File: src/rtl/gatesq_pkg.sv
package gatesq_pkg;
   typedef enum logic [1:0] {
      DT_COUNTED  = 2'b00,
      DT_FIXED    = 2'b01,
      DT_EXTERNAL = 2'b10,
      DT_RESERVED = 2'b11
   } dt_mode_e;
endpackage

File: src/rtl/gatesq_remap.sv
// Applies the shared chopping controls to the per-phase commands.
module gatesq_remap #(
   parameter int NPH = 3
) (
   input  logic [NPH-1:0] hi_cmd,
   input  logic [NPH-1:0] lo_cmd,
   input  logic           pwmh,
   input  logic           pwml,
   output logic [NPH-1:0] req_hi,
   output logic [NPH-1:0] req_lo
);
   logic [NPH-1:0] keep_hi, keep_lo;

   always_comb begin
      keep_hi = {NPH{pwmh}};
      keep_lo = {NPH{pwml}};
      // a chopped side hands its request to the opposite switch
      req_hi  = (hi_cmd & keep_hi) | (lo_cmd & ~keep_lo);
      req_lo  = (lo_cmd & keep_lo) | (hi_cmd & ~keep_hi);
   end
endmodule

File: src/rtl/gatesq_window.sv
// Selects the dead-time window length and the overlap permission.
module gatesq_window
   import gatesq_pkg::*;
#(
   parameter int DT_W       = 6,
   parameter int DT_DEFAULT = 63
) (
   input  logic [1:0]      dt_mode,
   input  logic [DT_W-1:0] dt_count,
   input  logic            xcond_en,
   output logic [DT_W-1:0] win,
   output logic            ovl_ok
);
   localparam logic [DT_W-1:0] FIXED_WIN = DT_W'(DT_DEFAULT);

   dt_mode_e mode;

   always_comb begin
      mode   = dt_mode_e'(dt_mode);
      ovl_ok = 1'b0;
      unique case (mode)
         DT_COUNTED:  win = dt_count;
         DT_EXTERNAL: begin
            win    = '0;
            ovl_ok = xcond_en;
         end
         default:     win = FIXED_WIN;
      endcase
   end
endmodule

File: src/rtl/gatesq_leg.sv
// One phase: interlock, registered gate enables, dead-time down-counter.
module gatesq_leg #(
   parameter int DT_W = 6
) (
   input  logic            clk,
   input  logic            rst_n,
   input  logic            req_hi,
   input  logic            req_lo,
   input  logic            kill,
   input  logic            ovl_ok,
   input  logic [DT_W-1:0] win,
   output logic            gate_hi,
   output logic            gate_lo
);
   logic [DT_W-1:0] cnt;
   logic            conflict, quiet, hi_nx, lo_nx, fall;

   always_comb begin
      conflict = req_hi & req_lo & ~ovl_ok;
      quiet    = (cnt == '0);
      // an output already on may stay on; turning on needs a quiet complement
      hi_nx    = req_hi & ~kill & ~conflict & (gate_hi | ovl_ok | (~gate_lo & quiet));
      lo_nx    = req_lo & ~kill & ~conflict & (gate_lo | ovl_ok | (~gate_hi & quiet));
      fall     = (gate_hi & ~hi_nx) | (gate_lo & ~lo_nx);
   end

   always_ff @(posedge clk) begin
      if (!rst_n) begin
         gate_hi <= 1'b0;
         gate_lo <= 1'b0;
         cnt     <= '0;
      end else begin
         gate_hi <= hi_nx;
         gate_lo <= lo_nx;
         if (fall)
            cnt <= win;
         else if (!quiet)
            cnt <= cnt - 1'b1;
      end
   end
endmodule

File: src/rtl/tri_gate_sequencer.sv
module tri_gate_sequencer #(
   parameter int NPH        = 3,
   parameter int DT_W       = 6,
   parameter int DT_DEFAULT = (1 << DT_W) - 1
) (
   input  logic            clk,
   input  logic            rst_n,
   input  logic [NPH-1:0]  hi_cmd,
   input  logic [NPH-1:0]  lo_cmd,
   input  logic            pwmh,
   input  logic            pwml,
   input  logic            coast_n,
   input  logic            fault_off,
   input  logic [1:0]      dt_mode,
   input  logic [DT_W-1:0] dt_count,
   input  logic            xcond_en,
   output logic [NPH-1:0]  gate_hi,
   output logic [NPH-1:0]  gate_lo
);
   localparam int DT_LIMIT = (1 << DT_W) - 1;

   if (NPH < 1) begin : g_bad_nph
      $error("NPH must be at least 1");
   end
   if (DT_W < 1 || DT_W > 16) begin : g_bad_w
      $error("DT_W out of range 1..16");
   end
   if (DT_DEFAULT < 0 || DT_DEFAULT > DT_LIMIT) begin : g_bad_def
      $error("DT_DEFAULT does not fit in DT_W bits");
   end

   logic [NPH-1:0]  req_hi, req_lo;
   logic [DT_W-1:0] win;
   logic            ovl_ok, kill;

   assign kill = ~coast_n | fault_off;

   gatesq_remap #(.NPH(NPH)) u_remap (
      .hi_cmd (hi_cmd),
      .lo_cmd (lo_cmd),
      .pwmh   (pwmh),
      .pwml   (pwml),
      .req_hi (req_hi),
      .req_lo (req_lo)
   );

   gatesq_window #(.DT_W(DT_W), .DT_DEFAULT(DT_DEFAULT)) u_window (
      .dt_mode  (dt_mode),
      .dt_count (dt_count),
      .xcond_en (xcond_en),
      .win      (win),
      .ovl_ok   (ovl_ok)
   );

   for (genvar p = 0; p < NPH; p++) begin : g_leg
      gatesq_leg #(.DT_W(DT_W)) u_leg (
         .clk     (clk),
         .rst_n   (rst_n),
         .req_hi  (req_hi[p]),
         .req_lo  (req_lo[p]),
         .kill    (kill),
         .ovl_ok  (ovl_ok),
         .win     (win),
         .gate_hi (gate_hi[p]),
         .gate_lo (gate_lo[p])
      );
   end
endmodule

File: config.mk
export PLATFORM = sky130hd
export DESIGN_NAME = tri_gate_sequencer
export DESIGN_NICKNAME = d
export VERILOG_FILES = /design/src/rtl/gatesq_pkg.sv /design/src/rtl/gatesq_remap.sv /design/src/rtl/gatesq_window.sv /design/src/rtl/gatesq_leg.sv /design/src/rtl/tri_gate_sequencer.sv
export SDC_FILE = /design/constraint.sdc
export NUM_CORES = 1
export LEC_CHECK = 0
export CORE_ASPECT_RATIO = 1.25
export CORE_MARGIN = 8
export CORE_UTILIZATION = 45
export CTS_CLUSTER_SIZE = 28
export DETAILED_ROUTE_END_ITERATION = 12
export HOLD_SLACK_MARGIN = 0.05
export PLACE_DENSITY = 0.7
export SLEW_MARGIN = 20
export SYNTH_ARGS = -nofsm -noshare
export SYNTH_HDL_FRONTEND = slang
export SYNTH_SLANG_ARGS = --single-unit
File: constraint.sdc
create_clock -name clk -period 1.9 [get_ports clk]
set_clock_uncertainty 0.1 [all_clocks]
set_input_delay 0.38 -clock clk [delete_from_list [all_inputs] [get_ports clk]]
set_output_delay 0.38 -clock clk [all_outputs]
set_load 0.02 [all_outputs]
==> results.json <==
{
  "power_mw": 2.337,
  "clk_pin_slew_ns": 0.09,
  "cp_max_fo": 6,
  "drv_cap": 0,
  "setup_viol": 0,
  "fin_crit_ns": 1.776,
  "rsz0062_at_grt": "no",
  "p_leak_nw": 0.9712,
  "row_count": 23,
  "cts_tree": "done",
  "synthCells": 178,
  "root_buffer": "clkbuf_8",
  "vias": 1400,
  "yosysWarnings": 0,
  "hold_viol_final": 0,
  "synth.top_cell.area_share": 0.3140,
  "first_pass_iters": 4,
  "ir_worst_vdd_mv": 0.8275,
  "fin_cells": 258,
  "tightest_slew_ns": 0.3599,
  "multi_input_comb_area_sq_um": 950.9,
  "synthToLayoutAreaGrowth_pct": 33.85,
  "antenna_found_initial": 0,
  "drive_above_1_share": 0.1674,
  "fp.dieArea_sq_um": 5534,
  "finalCritPeriodShare": 0.9350,
  "drt_wl_total_um": 3547,
  "fp.dieW_um": 68.16,
  "start_util": 0.4748,
  "holdBufCountCts": 0,
  "worstPathRequired_ns": 1.99,
  "syn-num-nets": 205,
  "dp_hpwl_um": 2935,
  "wl_per_cell_um": 13.75,
  "drt_iter0_markers": 49,
  "ys_seq_elements": 24,
  "vias_per_cell": 5.426,
  "synth_most_common_cell": "dfxtp_1",
  "grt_overflow": 0,
  "grt_max_degree": 17,
  "synthesis.area_sq_um": 1530,
  "async_reset_ff_frac": 0,
  "synth_top_area_cell": "dfxtp_1",
  "status": "completed",
  "path_class": "in -> reg",
  "worst_skew_pair.late_latency_ns": 0.26,
  "synthFlopType": "dfxtp_1",
  "io_pins": 27,
  "coreArea_sq_um": 3223,
  "regArea_sq_um": 480.5,
  "port_buffers": 26,
  "die_h_um": 81.20,
  "drv_slew": 0,
  "setup_slack_ns": 0.1236,
  "crit_arrival_ns": 1.87,
  "cp-start-kind": "input port",
  "dp.cells": 253,
  "gp_congestion": 0.8429,
  "detail-route-antenna-nets": 0,
  "yosys-top-cells-area": "dfxtp_1 31%, mux2i_1 14%, nor2_1 5.2%, xnor2_1 5.2%, ha_1 4.9%",
  "synth-seq-area-share": 0.3140,
  "numClockSinks": 24,
  "max_slew_margin": 0.7594,
  "grt_usage": 0.1307,
  "synth_edf_count": 0,
  "htree_levels": 1,
  "max_freq_mhz": 562.9,
  "power_density_nw_per_um2": 1141,
  "fill_cells": 266,
  "ys_types": 25,
  "final_nets": 249,
  "setup_tns_ns": 0,
  "clockBufferDepth": 2,
  "antenna_cells": 0,
  "grt_pass1_vias": 1429,
  "pre_cts_ws_ns": -0.3424,
  "drc": 0,
  "utilization": 0.6355,
  "syn-mean-instance-area_sq_um": 8.597,
  "hold_path_class": "reg -> reg",
  "synth_common_cells": "24 x dfxtp_1, 21 x mux2i_1, 21 x nor2_1",
  "grt_pass1_wl_um": 5837,
  "numCtsBuffers": 3,
  "end_kind": "flip-flop"
}
==> layout make-up <==
type,instances,area share
multi-input cells,135,0.4643
flip-flops and latches,24,0.2346
clock inverters,1,0.01466
clock buffers,3,0.02016
well taps,37,0.02260
inverters,8,0.01466
repair buffers,50,0.2291
==> cell families (layout without fill, tap and decap cells) <==
family,Yosys count,count (layout),synth area share
muxes,21,21,0.1374
and+or+nand+nor,63,63,0.1979
adders and majority gates,6,6,0.04906
AOI/OAI and AO/OA,30,30,0.1398
DFF,24,24,0.3140
buffers and inverters,19,62,0.07604
xor gates and xnor gates,15,15,0.08586
==> state kept, by name, indices dropped and copies added, names as in the netlist <==
signal	count
g_leg.u_leg.cnt	18
g_leg.u_leg.gate_hi	3
g_leg.u_leg.gate_lo	3
==> where the power goes <==
part,switching (mW),internal (mW)
sequential,0.111,0.648
combinational,0.587,0.550
clock,0.161,0.281
total,0.859,1.48
==> path summary, 6_finish.rpt <==
kind                         start                endpoint  slack (ns)  depth (start not counted)
min reg2reg  g_leg[2].u_leg.cnt[4]   g_leg[2].u_leg.cnt[4]        0.51                          3
max reg2reg  g_leg[1].u_leg.cnt[0]  g_leg[1].u_leg.gate_hi        0.38                          6
min          g_leg[2].u_leg.cnt[4]   g_leg[2].u_leg.cnt[4]        0.51                          3
max                      fault_off   g_leg[0].u_leg.cnt[5]        0.12                          6
==> per-stage QoR <==
stage          hold slack (ns)  area [sq um]
2_1_floorplan           0.4650          1530
3_3_place_gp            0.4861          1948
3_5_place_dp            0.4947          1948
4_1_cts                 0.5113          2038
5_1_grt                 0.5368          2048
6_report                0.5070          2048
==> layout by cell type, fill, tap and decap left out <==
master           instances
nor4b_2                  1
inv_2                    1
nand3b_2                 1
nand3b_1                 1
xnor2_1                  9
dlygate4sd2_1            1
clkdlybuf4s50_1         23
a211oi_1                 6
nand3_1                 15
clkbuf_8                 3
mux2i_1                 21
a22oi_1                  1
o21ai_0                 12
buf_12                   2
nor4b_1                  2
dlymetal6s2s_1           2
a211o_1                  2
nor2b_1                  6
ha_1                     6
buf_4                   22
o211ai_1                 3
nor3_1                   3
nand2b_1                 1
nor2_1                  21
inv_1                    7
dfxtp_1                 24
a22oi_2                  5
bufinv_16                1
a211o_2                  1
xor2_1                   6
nand2_1                 12
==> routing by layer <==
layer,track usage,wire length [um],part of all wire
met5,0,0,0
met3,0.02063,201,0.057
met2,0.2437,1848,0.52
met1,0.1414,1446,0.41
met4,0.04928,51,0.014
==> timing repair <==
item,CTS,global route
setup endpoints to repair,8,15
buffers inserted,1,0
pin swaps,2,3
gates cloned,0,0
resized for setup,4,3
==> critical path, stage by stage <==
cell,delay (ns)
clkdlybuf4s50_1,0.40
nand2b_1,0.25
nor4b_1,0.33
a211o_1,0.18
buf_12,0.13
mux2i_1,0.19
Power figures use the tool's default switching activity.
